$ cat config.mk
export PLATFORM = sky130hd
export DESIGN_NAME = tmr_channel
export DESIGN_NICKNAME = d
export VERILOG_FILES = /design/src/rtl/tmr_pkg.sv /design/src/rtl/tmr_counter.sv /design/src/rtl/tmr_bus_if.sv /design/src/rtl/tmr_channel.sv
export SDC_FILE = /design/constraint.sdc
export NUM_CORES = 1
export LEC_CHECK = 0
export ABC_AREA = 1
export BUFFER_PORTS_ARGS = -buffer_cell sky130_fd_sc_hd__buf_2
export CAP_MARGIN = 20
export CORE_UTILIZATION = 35
export DETAILED_ROUTE_END_ITERATION = 7
export PLACE_DENSITY_LB_ADDON = 0.1
export SLEW_MARGIN = 10
export SYNTH_ARGS = -nofsm -noshare
export SYNTH_HDL_FRONTEND = slang
export SYNTH_SLANG_ARGS = --single-unit
$ cat constraint.sdc
create_clock -name clk -period 3.4 [get_ports clk]
set_clock_uncertainty 0.05 [all_clocks]
set_input_delay 0.17 -clock clk [delete_from_list [all_inputs] [get_ports clk]]
set_output_delay 0.17 -clock clk [all_outputs]
set_load 0.1 [all_outputs]
$ cat src/rtl/tmr_pkg.sv
package tmr_pkg;

  localparam int unsigned DATA_W = 32;

  localparam logic [7:0] OFF_CLR    = 8'h00;
  localparam logic [7:0] OFF_START  = 8'h04;
  localparam logic [7:0] OFF_STOP   = 8'h08;
  localparam logic [7:0] OFF_MODE   = 8'h0C;
  localparam logic [7:0] OFF_STAT   = 8'h10;
  localparam logic [7:0] OFF_COUNT  = 8'h14;
  localparam logic [7:0] OFF_LIMIT  = 8'h18;
  localparam logic [7:0] OFF_IRQEN  = 8'h1C;
  localparam logic [7:0] OFF_ACK    = 8'h20;

  localparam int unsigned ACK_BIT = 7;

  typedef enum logic [3:0] {
    RUN_IDLE   = 4'd1,
    RUN_ACTIVE = 4'd2
  } run_state_e;

  // Status word: pending, irq enable, one-shot, running, run code.
  function automatic logic [DATA_W-1:0] pack_status(input logic running,
                                                    input logic oneshot,
                                                    input logic irq_en,
                                                    input logic pending);
    run_state_e rs;
    rs = running ? RUN_ACTIVE : RUN_IDLE;
    return {{(DATA_W-8){1'b0}}, pending, irq_en, oneshot, running, rs};
  endfunction

endpackage

$ cat src/rtl/tmr_counter.sv
module tmr_counter #(
  parameter int unsigned CNT_W = 32
) (
  input  logic             clk,
  input  logic             rst_n,
  input  logic             tick_en,
  input  logic             cmd_clr,
  input  logic             cmd_start,
  input  logic             cmd_stop,
  input  logic             ack_clr,
  input  logic             oneshot,
  input  logic [CNT_W-1:0] limit,
  output logic [CNT_W-1:0] cnt_q,
  output logic             run_q,
  output logic             pend_q,
  output logic             hit
);

  logic adv;

  // Next count after a qualified tick.
  function automatic logic [CNT_W-1:0] step_count(input logic [CNT_W-1:0] c,
                                                  input logic             at_lim,
                                                  input logic             os);
    if (!at_lim) return c + 1'b1;
    return os ? c : '0;
  endfunction

  assign adv = tick_en & run_q;
  assign hit = adv && (cnt_q == limit);

  always_ff @(posedge clk) begin
    if (!rst_n) begin
      cnt_q  <= '0;
      run_q  <= 1'b0;
      pend_q <= 1'b0;
    end else begin
      if (cmd_clr)  cnt_q <= '0;
      else if (adv) cnt_q <= step_count(cnt_q, hit, oneshot);

      if (cmd_stop)              run_q <= 1'b0;
      else if (cmd_start)        run_q <= 1'b1;
      else if (hit && oneshot)   run_q <= 1'b0;

      if (cmd_clr)      pend_q <= 1'b0;
      else if (hit)     pend_q <= 1'b1;
      else if (ack_clr) pend_q <= 1'b0;
    end
  end


  hit_sets_pend_chk: assert property (@(posedge clk) disable iff (!rst_n)
    (hit && !cmd_clr) |=> pend_q);


  cont_wrap_chk: assert property (@(posedge clk) disable iff (!rst_n)
    (hit && !oneshot && !cmd_clr) |=> (cnt_q == '0));


  oneshot_stop_chk: assert property (@(posedge clk) disable iff (!rst_n)
    (hit && oneshot && !cmd_clr && !cmd_start && !cmd_stop) |=> (!run_q && $stable(cnt_q)));


  hold_no_tick_chk: assert property (@(posedge clk) disable iff (!rst_n)
    (!adv && !cmd_clr) |=> $stable(cnt_q));


  clr_cmd_chk: assert property (@(posedge clk) disable iff (!rst_n)
    cmd_clr |=> (cnt_q == '0 && !pend_q));


  ack_clears_chk: assert property (@(posedge clk) disable iff (!rst_n)
    (ack_clr && !hit) |=> !pend_q);

endmodule

$ cat src/rtl/tmr_bus_if.sv
module tmr_bus_if
  import tmr_pkg::*;
#(
  parameter int unsigned ADDR_W = 8,
  parameter int unsigned CNT_W  = 32
) (
  input  logic              clk,
  input  logic              rst_n,
  input  logic [ADDR_W-1:0] bus_addr,
  input  logic              bus_wr,
  input  logic [DATA_W-1:0] bus_wdata,
  input  logic              bus_rd,
  output logic [DATA_W-1:0] bus_rdata,
  input  logic [CNT_W-1:0]  cnt_q,
  input  logic              run_q,
  input  logic              pend_q,
  output logic              cmd_clr,
  output logic              cmd_start,
  output logic              cmd_stop,
  output logic              ack_clr,
  output logic              oneshot_q,
  output logic              irqen_q,
  output logic [CNT_W-1:0]  limit_q
);

  logic [DATA_W-1:0] cnt_rd;
  logic [DATA_W-1:0] lim_rd;

  function automatic logic at(input logic [ADDR_W-1:0] a, input logic [7:0] off);
    return a == ADDR_W'(off);
  endfunction

  assign cmd_clr   = bus_wr && at(bus_addr, OFF_CLR);
  assign cmd_start = bus_wr && at(bus_addr, OFF_START);
  assign cmd_stop  = bus_wr && at(bus_addr, OFF_STOP);
  assign ack_clr   = bus_wr && at(bus_addr, OFF_ACK) && bus_wdata[ACK_BIT];

  generate
    if (CNT_W < DATA_W) begin : g_pad
      assign cnt_rd = {{(DATA_W-CNT_W){1'b0}}, cnt_q};
      assign lim_rd = {{(DATA_W-CNT_W){1'b0}}, limit_q};
    end else begin : g_full
      assign cnt_rd = cnt_q;
      assign lim_rd = limit_q;
    end
  endgenerate

  always_ff @(posedge clk) begin
    if (!rst_n) begin
      oneshot_q <= 1'b0;
      irqen_q   <= 1'b0;
      limit_q   <= '0;
    end else if (bus_wr) begin
      if (at(bus_addr, OFF_MODE))  oneshot_q <= bus_wdata[0];
      if (at(bus_addr, OFF_IRQEN)) irqen_q   <= bus_wdata[0];
      if (at(bus_addr, OFF_LIMIT)) limit_q   <= bus_wdata[CNT_W-1:0];
    end
  end

  always_comb begin
    bus_rdata = '0;
    if (bus_rd) begin
      if (at(bus_addr, OFF_STAT))       bus_rdata = pack_status(run_q, oneshot_q, irqen_q, pend_q);
      else if (at(bus_addr, OFF_COUNT)) bus_rdata = cnt_rd;
      else if (at(bus_addr, OFF_LIMIT)) bus_rdata = lim_rd;
    end
  end


  wo_read_zero_chk: assert property (@(posedge clk) disable iff (!rst_n)
    (bus_rd && (at(bus_addr, OFF_CLR) || at(bus_addr, OFF_START) || at(bus_addr, OFF_STOP) ||
                at(bus_addr, OFF_MODE) || at(bus_addr, OFF_IRQEN) || at(bus_addr, OFF_ACK)))
    |-> (bus_rdata == '0));

endmodule

$ cat src/rtl/tmr_channel.sv
module tmr_channel
  import tmr_pkg::*;
#(
  parameter int unsigned ADDR_W = 8,
  parameter int unsigned CNT_W  = 32
) (
  input  logic              clk,
  input  logic              rst_n,
  input  logic              tick_en,
  input  logic [ADDR_W-1:0] bus_addr,
  input  logic              bus_wr,
  input  logic [DATA_W-1:0] bus_wdata,
  input  logic              bus_rd,
  output logic [DATA_W-1:0] bus_rdata,
  output logic              irq
);

  logic             cmd_clr, cmd_start, cmd_stop, ack_clr;
  logic             oneshot_q, irqen_q, run_q, pend_q, hit;
  logic [CNT_W-1:0] limit_q, cnt_q;

  tmr_bus_if #(.ADDR_W(ADDR_W), .CNT_W(CNT_W)) u_bus (
    .clk       (clk),
    .rst_n     (rst_n),
    .bus_addr  (bus_addr),
    .bus_wr    (bus_wr),
    .bus_wdata (bus_wdata),
    .bus_rd    (bus_rd),
    .bus_rdata (bus_rdata),
    .cnt_q     (cnt_q),
    .run_q     (run_q),
    .pend_q    (pend_q),
    .cmd_clr   (cmd_clr),
    .cmd_start (cmd_start),
    .cmd_stop  (cmd_stop),
    .ack_clr   (ack_clr),
    .oneshot_q (oneshot_q),
    .irqen_q   (irqen_q),
    .limit_q   (limit_q)
  );

  tmr_counter #(.CNT_W(CNT_W)) u_cnt (
    .clk       (clk),
    .rst_n     (rst_n),
    .tick_en   (tick_en),
    .cmd_clr   (cmd_clr),
    .cmd_start (cmd_start),
    .cmd_stop  (cmd_stop),
    .ack_clr   (ack_clr),
    .oneshot   (oneshot_q),
    .limit     (limit_q),
    .cnt_q     (cnt_q),
    .run_q     (run_q),
    .pend_q    (pend_q),
    .hit       (hit)
  );

  assign irq = pend_q & irqen_q;


  irq_masked_chk: assert property (@(posedge clk) disable iff (!rst_n)
    !irqen_q |-> !irq);

endmodule

==> reports/results.tsv, run 1 <==
stage	metric	value	unit
global_routing	GRT Overall Usage	23.66	%
synth	Post-synth top cells	nand2_1, nor2_1, inv_1	
pwr	Pleak	2.845	nW
floorplan	Initial Utilization	36.24	%
global_routing	first-pass GRT wire length	27.40	mm
floorplan	chip width	122.6	µm
global_routing	vias in the first global route	5274	
pwr	Peak supply drop	0.0001987	V
route	DR pass1 iterations	5	
global_routing	initial antenna violation count	0	
clocking	Root Driver	clkbuf_16	
critical_path	largest fanout on the critical path	28	
critical_path	Critical Path Source Type	input port	
critical_path	worst path cell trace	buf_2 -> nor2_1 -> inv_1 -> nor3_1 -> nand2_1 -> inv_2 -> nand2_1 -> a21oi_1 -> buf_2	
sta	final slew viol count	0	
status	status	finished clean	
place	RePlAce Congestion	0.8133	
sta	final worst-path cycle share	71.99	%
floorplan	Die Ht	122.6	µm
synth	count leader, synth	nand2_1	
clocking	Resized Gates After CTS	0	
synth	dominant synthesized flop cell	dfxtp_1	
route	vias per inst	4.892	
route	DR vias	5778	
global_routing	Overflow after GRT	0	
clocking	CTS tree	done	
floorplan	io pins	78	
floorplan	Rows	43	
route	Post-route DRC	0	
floorplan	core area	14040	µm²
place	Post-DP HPWL	11.85	mm
clocking	post-CTS setup buffer count	0	
flow_run	Max-Cap Viols	0	
sta	Final Hold Vio Count	0	
sta	Slew HR	36.45	%
synth	Post-Syn Area per Cell	5.472	µm²
sta	Slew @ Worst Pin	952.2	ps
synth	Post-synth EDFFs	0	
sta	Final setup viols	0	
critical_path	Setup CP Type	input port to output port	
route	DRT antenna net count	0	
synth	sequential share of the synthesized area	26.75	%
cells_and_area	Post-Layout Cell Count	1181	
clocking	CTS Sinks	68	
synth	number of synthesis warnings	0	
critical_path	CP max-delay cell	inv_2	
sta	FMAX	408.6	MHz
critical_path	CP required	3180	ps
global_routing	largest net degree at the start of global routing	38	
synth	Synth Net Count	976	
place	port bufs	77	
critical_path	Crit Reg-Reg Startpoint	u_cnt.cnt_q[20]	
sta	minimum clock period	2448	ps
critical_path	Arr. time, crit path	2230	ps
synth	Synth Instances	930	
synth	Netlist cell types	37	
synth	post-synth design cell area	5089	µm²
critical_path	Crit. End Element	output port	
clocking	Clock Pin Slew Worst Setup and Hold Paths	50	ps
place	dpl cells	1158	
route	Initial DRC Count	300	
cells_and_area	layout cells sized above 1	14.79	%
synth	synth top area cells	dfxtp_1, nand2_1, nor2_1	
clocking	clk buf depth	2	
route	average wire per standard cell	14.19	µm
min_path	hold path startpoint	bus_wdata[1]	
critical_path	slowest stage delay, CP	500	ps
sta	setup tns final	0	ps
clocking	H-tree Lvls	3	
clocking	clk_lat worst skew	350	ps
cells_and_area	area delta synth->final	16.25	%
min_path	Hold Path Class	input port to flip-flop	
floorplan	die area	15020	µm²
synth	Post-synth ARST share	0	%
synth	Yosys top cell by area	dfxtp_1	
clocking	TritonCTS buffer count	9	
cells_and_area	nets	1043	
synth	flops & latches, synth	68	
sta	RSZ-0062 raised after global routing	no	
pwr	power per cell area	308.1	nW/µm²
cells_and_area	Ant. Diodes	0	
critical_path	CP startpoint	bus_addr[1]	
synth	share of the synthesized area in the top cell type	26.75	%
route	DRT Wirelength	16.76	mm
## layout make-up
type	instances	area, µm²
fill	1630	8127
multi-input combinational	707	3083
sequential	68	1361
timing repair buffer	90	503.0
inverter	121	454.2
clock buffer	14	284.0
tap	180	225.2
clock inverter	1	5.005
## per-stage QoR
| stage | area, µm² | power (mW) | hold slack [ps] | setup WS, ps | utilization (%) |
|---|---|---|---|---|---|
| final | 5916 | 1.823 | 7.872 | 952.4 | 42.13 |
| after detailed placement | 5547 | 0.9095 | 356.7 | 987.3 | 39.50 |
| after floorplan | 5089 | 0.8626 | 243.4 | 546.7 | - |
| after global placement | 5547 | 0.9087 | 351.1 | 1015 | 39.50 |
| after global routing | 5916 | 1.881 | 12.06 | 619.3 | 42.13 |
| after CTS | 5916 | 1.847 | 0.3409 | 966.3 | 42.13 |
## registers in the layout, summed over array words and instances, names as in the netlist
name,flops
u_cnt.pend_q,1
u_cnt.cnt_q,32
u_bus.limit_q,32
u_bus.irqen_q,1
u_bus.oneshot_q,1
u_cnt.run_q,1
## worst paths after layout
path                            to  depth (start not counted)  slack, ps
setup / recovery     bus_rdata[23]                          9        950
hold / removal    u_bus.limit_q[1]                          3          8
setup reg to reg    u_cnt.cnt_q[9]                         11       1020
hold reg to reg      u_bus.irqen_q                          2        440
## what timing repair did
action / 4_1_cts / 5_1_grt
hold buffers: 8 / 0
endpoints found under the hold margin: 8 / 0
endpoints found under the setup margin: 0 / 0
## cell families (layout without fill, tap and decap cells)
group                      count (synthesis)  in the layout  share of synthesized area, %
AOI/OAI and AO/OA                         90             90                         9.860
adders and majority gates                  1              1                        0.2458
buffers and inverters                    155            226                         12.88
DFF                                       68             68                         26.75
and+or+nand+nor                          616            616                         50.26
## per-layer routing
layer  track usage [%]  vias to the layer above  wire, µm
met4             7.088                        0       245
met1             30.17                     2598      8008
met2             40.55                      123      7838
met3             3.950                       17       665
li1                  -                     3040         -
met5                 0                        -         0
## worst max-delay path: cells and delay by family
family | cells | cell delay, ps
buf+inv | 4 | 1130
simple gates | 4 | 760
compound gates | 1 | 170
## where the power goes
group | internal, mW | leakage (nW) | switching [mW] | total (mW)
clock | 0.569 | 0.145 | 0.356 | 0.924
sequential | 0.798 | 0.547 | 0.00142 | 0.800
combinational | 0.0373 | 2.15 | 0.0616 | 0.0989
## cell usage in the layout (no fill, tap or decap), types with 3 or more instances in the layout
cell type        n
nand2_1        331
nor2_1         139
inv_1           81
buf_2           77
nand3_1         72
dfxtp_1         68
nor3_1          46
o21ai_0         36
a21oi_1         35
inv_2           25
clkinv_1        15
clkbuf_16        9
nand2_2          8
dlygate4sd3_1    8
nor2_2           5
nand4_1          5
o21ai_2          5
buf_4            5
clkbuf_8         4
o221ai_1         3
Power figures use the tool's default switching activity.
==> run 2: changes to the inputs <==
--- a/config.mk
+++ b/config.mk
@@ -5,7 +5,7 @@
 export SDC_FILE = /design/constraint.sdc
 export NUM_CORES = 1
 export LEC_CHECK = 0
-export ABC_AREA = 1
+export ABC_AREA = 0
 export BUFFER_PORTS_ARGS = -buffer_cell sky130_fd_sc_hd__buf_2
 export CAP_MARGIN = 20
 export CORE_UTILIZATION = 35
==> constraint.sdc (replaced) <==
create_clock -name clk -period 2 [get_ports clk]
set_clock_uncertainty 0.05 [all_clocks]
set_input_delay 0.1 -clock clk [delete_from_list [all_inputs] [get_ports clk]]
set_output_delay 0.1 -clock clk [all_outputs]
set_load 0.1 [all_outputs]
==> run 2 against run 1 <==
The flow now finishes with violations (negative setup slack). Global-route usage grew 5.7 points. Non-clock buffer count increased by 185. Via count down 6.8%. Total power is 76% higher. Clock-buffer cell count fell by 1. Setup slack worse by 1200 ps. Critical path depth stayed put. Core utilization is 23 points higher. Worst hold slack improved by 17 ps. Critical endpoint is now u_cnt.cnt_q[7]. Largest cell class unchanged.
==> reports/results.tsv, run 2 <==
stage	metric	value	unit
place	pre-CTS WS	-536.3	ps
synth	count leader, synth	nand2_1	
pwr	Switch Pwr	0.7859	mW
global_routing	largest net degree at the start of global routing	36	
clocking	Root Driver	clkbuf_16	
place	port bufs	77	
place	Post-DP Area	6690	µm²
sta	RSZ-0062 raised after global routing	yes	
synth	synth top area cells	dfxtp_1, nand2_1, a21oi_1	
route	Initial DRC Count	343	
floorplan	die area	12770	µm²
pwr	sequential fraction of design power	42.4	%
global_routing	Overflow after GRT	0	
synth	share of the synthesized area in the top cell type	31.57	%
synth	largest family of logic cells by synthesized area	simple AND/OR/NAND/NOR gates	
route	DR vias	5386	
critical_path	Crit. End Element	flip-flop	
status	failing checks	negative setup slack	
flow_run	Max-Cap Viols	0	
clocking	CTS tree	done	
pwr	cell-internal power	2.417	mW
status	status	finished with violations	
clocking	CTS Sinks	68	
synth	Post-synth ARST share	0	%
pwr	power per cell area	407.6	nW/µm²
synth	Synth Instances	580	
critical_path	largest fanout on the critical path	3	
clocking	H-tree Lvls	3	
sta	final worst-path cycle share	112.9	%
synth	dominant synthesized flop cell	dfxtp_1	
synth	compound-gate portion of the synthesized area	22.11	%
floorplan	Initial Utilization	35.90	%
place	Post-DP HPWL	13.46	mm
critical_path	Setup CP Type	flip-flop to flip-flop	
pwr	Clk pwr share	47.1	%
cells_and_area	layout cells sized above 1	46.53	%
synth	Yosys top cell by area	dfxtp_1	
route	DRT Wirelength	18.55	mm
place	RePlAce Congestion	0.9346	
cells_and_area	area delta synth->final	82.21	%
pwr	switching part of the total	24.54	%
synth	mux share of post-synthesis cell area	1.625	%
place	dpl cells	900	
sta	Slew @ Worst Pin	746.4	ps
synth	Post-Synth Simple-Gate Area	33.78	%
critical_path	Arr. time, crit path	2420	ps
cells_and_area	leading cell types in the layout, fill and taps excluded	buf_4, nand2_1, dfxtp_1	
synth	xor/xnor share of the synthesized area	4.469	%
global_routing	vias in the first global route	5274	
clocking	clk buf depth	2	
pwr	Pleak	3.240	nW
sta	FMAX	442.7	MHz
pwr	Peak supply drop	0.0003131	V
clocking	clk_lat worst skew	340	ps
synth	Post-synth top cells	nand2_1, dfxtp_1, nor2_1	
synth	Synth Area in Adders	0.2902	%
route	DR pass1 iterations	5	
sta	minimum clock period	2259	ps
floorplan	chip width	113.0	µm
floorplan	Die Ht	113.0	µm
synth	flops & latches, synth	68	
synth	number of synthesis warnings	0	
synth	sequential share of the synthesized area	31.57	%
sta	Final setup viols	34	
global_routing	first-pass GRT wire length	28.48	mm
global_routing	GRT Overall Usage	29.39	%
pwr	total power draw	3.202	mW
route	Post-route DRC	0	
synth	post-synth design cell area	4312	µm²
clocking	Clock Pin Slew Worst Setup and Hold Paths	60	ps
cells_and_area	Post-Layout Cell Count	968	
sta	Final Hold Vio Count	0	
cells_and_area	fillers	973	
floorplan	Rows	40	
synth	Synth Net Count	626	
critical_path	CP required	2160	ps
global_routing	initial antenna violation count	0	
floorplan	io pins	78	
route	DRT antenna net count	0	
synth	Netlist cell types	58	
synth	Post-synth EDFFs	0	
cells_and_area	Ant. Diodes	0	
clocking	TritonCTS buffer count	9	
pwr	Comb power frac	10.5	%
critical_path	Critical Path Source Type	flip-flop	
floorplan	core area	12010	µm²
sta	Slew HR	50.24	%
cells_and_area	Largest regs	u_bus.limit_q x32, u_cnt.cnt_q x32	
sta	final slew viol count	0	
min_path	Hold Path Class	input port to flip-flop	
route	vias per inst	5.564	
sta	Hold Slack	25.31	ps
cells_and_area	nets	863	
route	average wire per standard cell	19.16	µm
sta	worst setup margin	-258.6	ps
synth	Post-Syn Area per Cell	7.434	µm²
cells_and_area	most common cell after layout, fill and taps aside	buf_4	
cells_and_area	cell area after layout	7856	µm²
[run 2: logic make-up (layout without fill, tap and decap cells)]
group | Yosys count | in the layout
DFF | 68 | 68
muxes | 7 | 7
buffers and inverters | 60 | 301
and+or+nand+nor | 284 | 284
adders and majority gates | 1 | 1
AOI/OAI and AO/OA | 138 | 138
xor gates and xnor gates | 22 | 22
[run 2: power groups by stage]
| stage | clock network (mW) | logic (mW) | registers, mW |
|---|---|---|---|
| after global placement | 0 | 0.249 | 1.39 |
| after floorplan | 0 | 0.114 | 1.39 |
| after global routing | 1.57 | 0.354 | 1.36 |
| after CTS | 1.51 | 0.318 | 1.36 |
| final | 1.51 | 0.335 | 1.36 |
| after detailed placement | 0 | 0.254 | 1.39 |
[run 2: final cells by class]
type | count | area [µm²] | share of cell area, %
Tap cell | 147 | 183.9 | 2.341
Clock inverter | 2 | 10.01 | 0.1274
Timing Repair Buffer | 275 | 2649 | 33.72
Sequential cell | 68 | 1400 | 17.82
Clock buffer | 13 | 260.3 | 3.313
Inverter | 11 | 41.29 | 0.5256
Multi-Input combinational cell | 452 | 3312 | 42.16
[run 2: routing by layer]
layer	GRT usage (%)	part of all wire, %
met5	0	0
met4	12.28	2.1
met3	5.249	6.8
met2	43.91	44
met1	41.60	47
[run 2: worst paths after layout]
check                    from                 to  slack (ps)  cells after the start
max reg2reg  u_bus.limit_q[5]     u_cnt.cnt_q[7]        -260                      9
min             bus_wdata[30]  u_bus.limit_q[30]          30                      3
min reg2reg    u_cnt.cnt_q[6]     u_cnt.cnt_q[6]         470                      1
max          u_bus.limit_q[5]     u_cnt.cnt_q[7]        -260                      9
[run 2: repair_timing]
action	4_1_cts	5_1_grt
setup buffers	16	10
pin swaps	18	10
endpoints found under the setup margin	34	66
gates resized for setup	64	32
cloned	1	1
hold buffers	28	0
endpoints found under the hold margin	28	0
[run 2: per-stage QoR]
stage | TNS (ps) | util (%)
after floorplan | -2461 | -
after global placement | -10480 | 55.70
after detailed placement | -12780 | 55.70
after CTS | -4366 | 63.55
after global routing | -8181 | 65.41
final | -5672 | 65.41
[run 2: critical path, stage by stage (launching register included)]
cell and delay [ps]:
dfxtp_1 320, nor2b_1 150, nor4_1 370, nand4_1 240, o41a_1 430, buf_6 150, buf_4 130, nand2_4 90
buf_4 120, o22ai_1 80
==> run 3: changes to the inputs <==
--- a/config.mk
+++ b/config.mk
@@ -8,9 +8,11 @@
 export ABC_AREA = 0
 export BUFFER_PORTS_ARGS = -buffer_cell sky130_fd_sc_hd__buf_2
 export CAP_MARGIN = 20
+export CORE_MARGIN = 2
 export CORE_UTILIZATION = 35
 export DETAILED_ROUTE_END_ITERATION = 7
 export PLACE_DENSITY_LB_ADDON = 0.1
+export REMOVE_ABC_BUFFERS = 1
 export SLEW_MARGIN = 10
 export SYNTH_ARGS = -nofsm -noshare
 export SYNTH_HDL_FRONTEND = slang
==> run 3 against run 2 <==
Global-route usage fell by 1.7 points. Critical path type unchanged. Sequential power barely moved. Via count rose by 1.8%. Critical path depth fell by 3. Non-clock buffer count rose by 6. Clock-buffer cell count fell by 2. Total power fell by 2.5%. Core utilization rose by 1.1 points. Die area rose by 3.6%. Final cell count rose by 0.62%. Register-to-register slack improved by 20 ps. The flow still finishes with violations (negative setup slack).
==> reports/results.tsv, run 3 (synthesis results as in run 2) <==
stage	metric	value	unit
place	port bufs	77	
route	DR pass1 iterations	5	
clocking	Root Driver	clkbuf_16	
global_routing	vias in the first global route	5253	
clocking	H-tree Lvls	3	
cells_and_area	nets	870	
cells_and_area	leading cell types in the layout, fill and taps excluded	buf_4, nand2_1, nor2_1	
pwr	power per cell area	390.6	nW/µm²
sta	Final Hold Vio Count	0	
pwr	Pleak	3.337	nW
clocking	TritonCTS buffer count	9	
cells_and_area	area delta synth->final	85.37	%
floorplan	Initial Utilization	35.90	%
critical_path	Arr. time, crit path	2430	ps
clocking	CTS Sinks	68	
sta	Final setup viols	33	
sta	Slew @ Worst Pin	600.8	ps
critical_path	largest fanout on the critical path	6	
sta	worst setup margin	-239.8	ps
floorplan	Rows	40	
critical_path	Crit. End Element	flip-flop	
critical_path	Setup CP Type	flip-flop to flip-flop	
min_path	Hold Path Class	input port to flip-flop	
critical_path	CP max-delay cell	o41a_1	
route	DRT antenna net count	0	
global_routing	first-pass GRT wire length	28.02	mm
place	Post-DP HPWL	13.02	mm
clocking	clk buf depth	2	
route	Post-route DRC	0	
route	average wire per standard cell	19.04	µm
sta	minimum clock period	2240	ps
critical_path	Critical Path Source Type	flip-flop	
status	failing checks	negative setup slack	
clocking	CTS tree	done	
sta	setup tns final	-5309	ps
clocking	Clock Pin Slew Worst Setup and Hold Paths	60	ps
sta	final slew viol count	0	
sta	FMAX	446.5	MHz
route	vias per inst	5.628	
floorplan	Die Ht	115.0	µm
cells_and_area	layout cells sized above 1	50.42	%
global_routing	initial antenna violation count	0	
place	RePlAce Congestion	0.9493	
global_routing	GRT Overall Usage	27.73	%
route	DR vias	5482	
route	Initial DRC Count	471	
cells_and_area	Ant. Diodes	0	
cells_and_area	Multi-input gate area	3400	µm²
flow_run	Max-Cap Viols	0	
critical_path	worst path cell trace	xor2_2 -> nor4_4 -> nand3_4 -> o41a_1 -> and3_1 -> a211o_1	
status	status	finished with violations	
floorplan	io pins	78	
critical_path	CP required	2190	ps
cells_and_area	most common cell after layout, fill and taps aside	buf_4	
cells_and_area	register area	1451	µm²
cells_and_area	fillers	973	
sta	Slew HR	59.95	%
sta	final worst-path cycle share	112.0	%
critical_path	slowest stage delay, CP	570	ps
floorplan	die area	13220	µm²
floorplan	core area	12010	µm²
global_routing	Overflow after GRT	0	
cells_and_area	Largest regs	u_bus.limit_q x32, u_cnt.cnt_q x32	
critical_path	Bufs and invs on worst path	0	
clocking	clk_lat worst skew	350	ps
critical_path	CP top delay family	compound AO/OA/AOI/OAI gates	
global_routing	largest net degree at the start of global routing	36	
route	DRT Wirelength	18.54	mm
floorplan	chip width	115.0	µm
sta	RSZ-0062 raised after global routing	yes	
cells_and_area	Util after Layout	66.54	%
pwr	Peak supply drop	0.0005007	V
## run 3: repair_timing
item                                    4_1_cts  5_1_grt
gates cloned                                  2        1
endpoints found under the hold margin        33        0
pin swaps                                    33       39
buffers inserted                             13       14
hold buffers                                 32        0
gates resized for setup                      90      120
endpoints found under the setup margin       35       63
## run 3: metrics by stage
| stage | hold slack (ps) | cells | total power, mW | instance area, µm² | worst slack, ps |
|---|---|---|---|---|---|
| detailed placement | 296.1 | 905 | 1.603 | 6361 | -390.8 |
| CTS | 95.03 | 963 | 3.125 | 7377 | -189.6 |
| global placement | 292.6 | 905 | 1.598 | 6361 | -413.4 |
| global route | 131.4 | 974 | 3.208 | 7993 | -275.7 |
| finish | 120.1 | 974 | 3.122 | 7993 | -239.8 |
| floorplan | 174.1 | 531 | 1.463 | 4088 | -2568 |
## run 3: metal layers
| metal | routed length, µm | part of all wire [%] | global-route usage (%) |
|---|---|---|---|
| met4 | 631 | 3.4 | 10.84 |
| met2 | 8426 | 45 | 42.20 |
| met1 | 8277 | 45 | 39.42 |
| met5 | 0 | 0 | 0 |
| met3 | 1207 | 6.5 | 4.270 |
## run 3: cell type report
cell class	count	share of cell area (%)
Sequential cell	68	18.16
Multi-Input combinational cell	453	42.53
Inverter	11	0.5166
Clock buffer	11	3.037
Clock inverter	3	0.1879
Timing Repair Buffer	281	33.27
Tap cell	147	2.301
## run 3: tightest hold or removal path, delay by kind of cell
kind | cells | cell delay [ps]
AOI/OAI and AO/OA | 1 | 130
buffers and inverters | 2 | 250
## run 3: report_power, final
part           internal (mW)  switching (mW)
clock network          0.852           0.602
logic                  0.168           0.152
registers               1.34         0.00562
total                   2.36           0.760
## run 3: path summary, 6_finish.rpt
path	cells after the start	slack, ps	from	end
min reg2reg	1	440	u_cnt.cnt_q[2]	u_cnt.cnt_q[2]
max reg2reg	6	-240	u_cnt.cnt_q[23]	u_cnt.cnt_q[16]
max	6	-240	u_cnt.cnt_q[23]	u_cnt.cnt_q[16]
min	3	120	bus_addr[2]	u_cnt.run_q
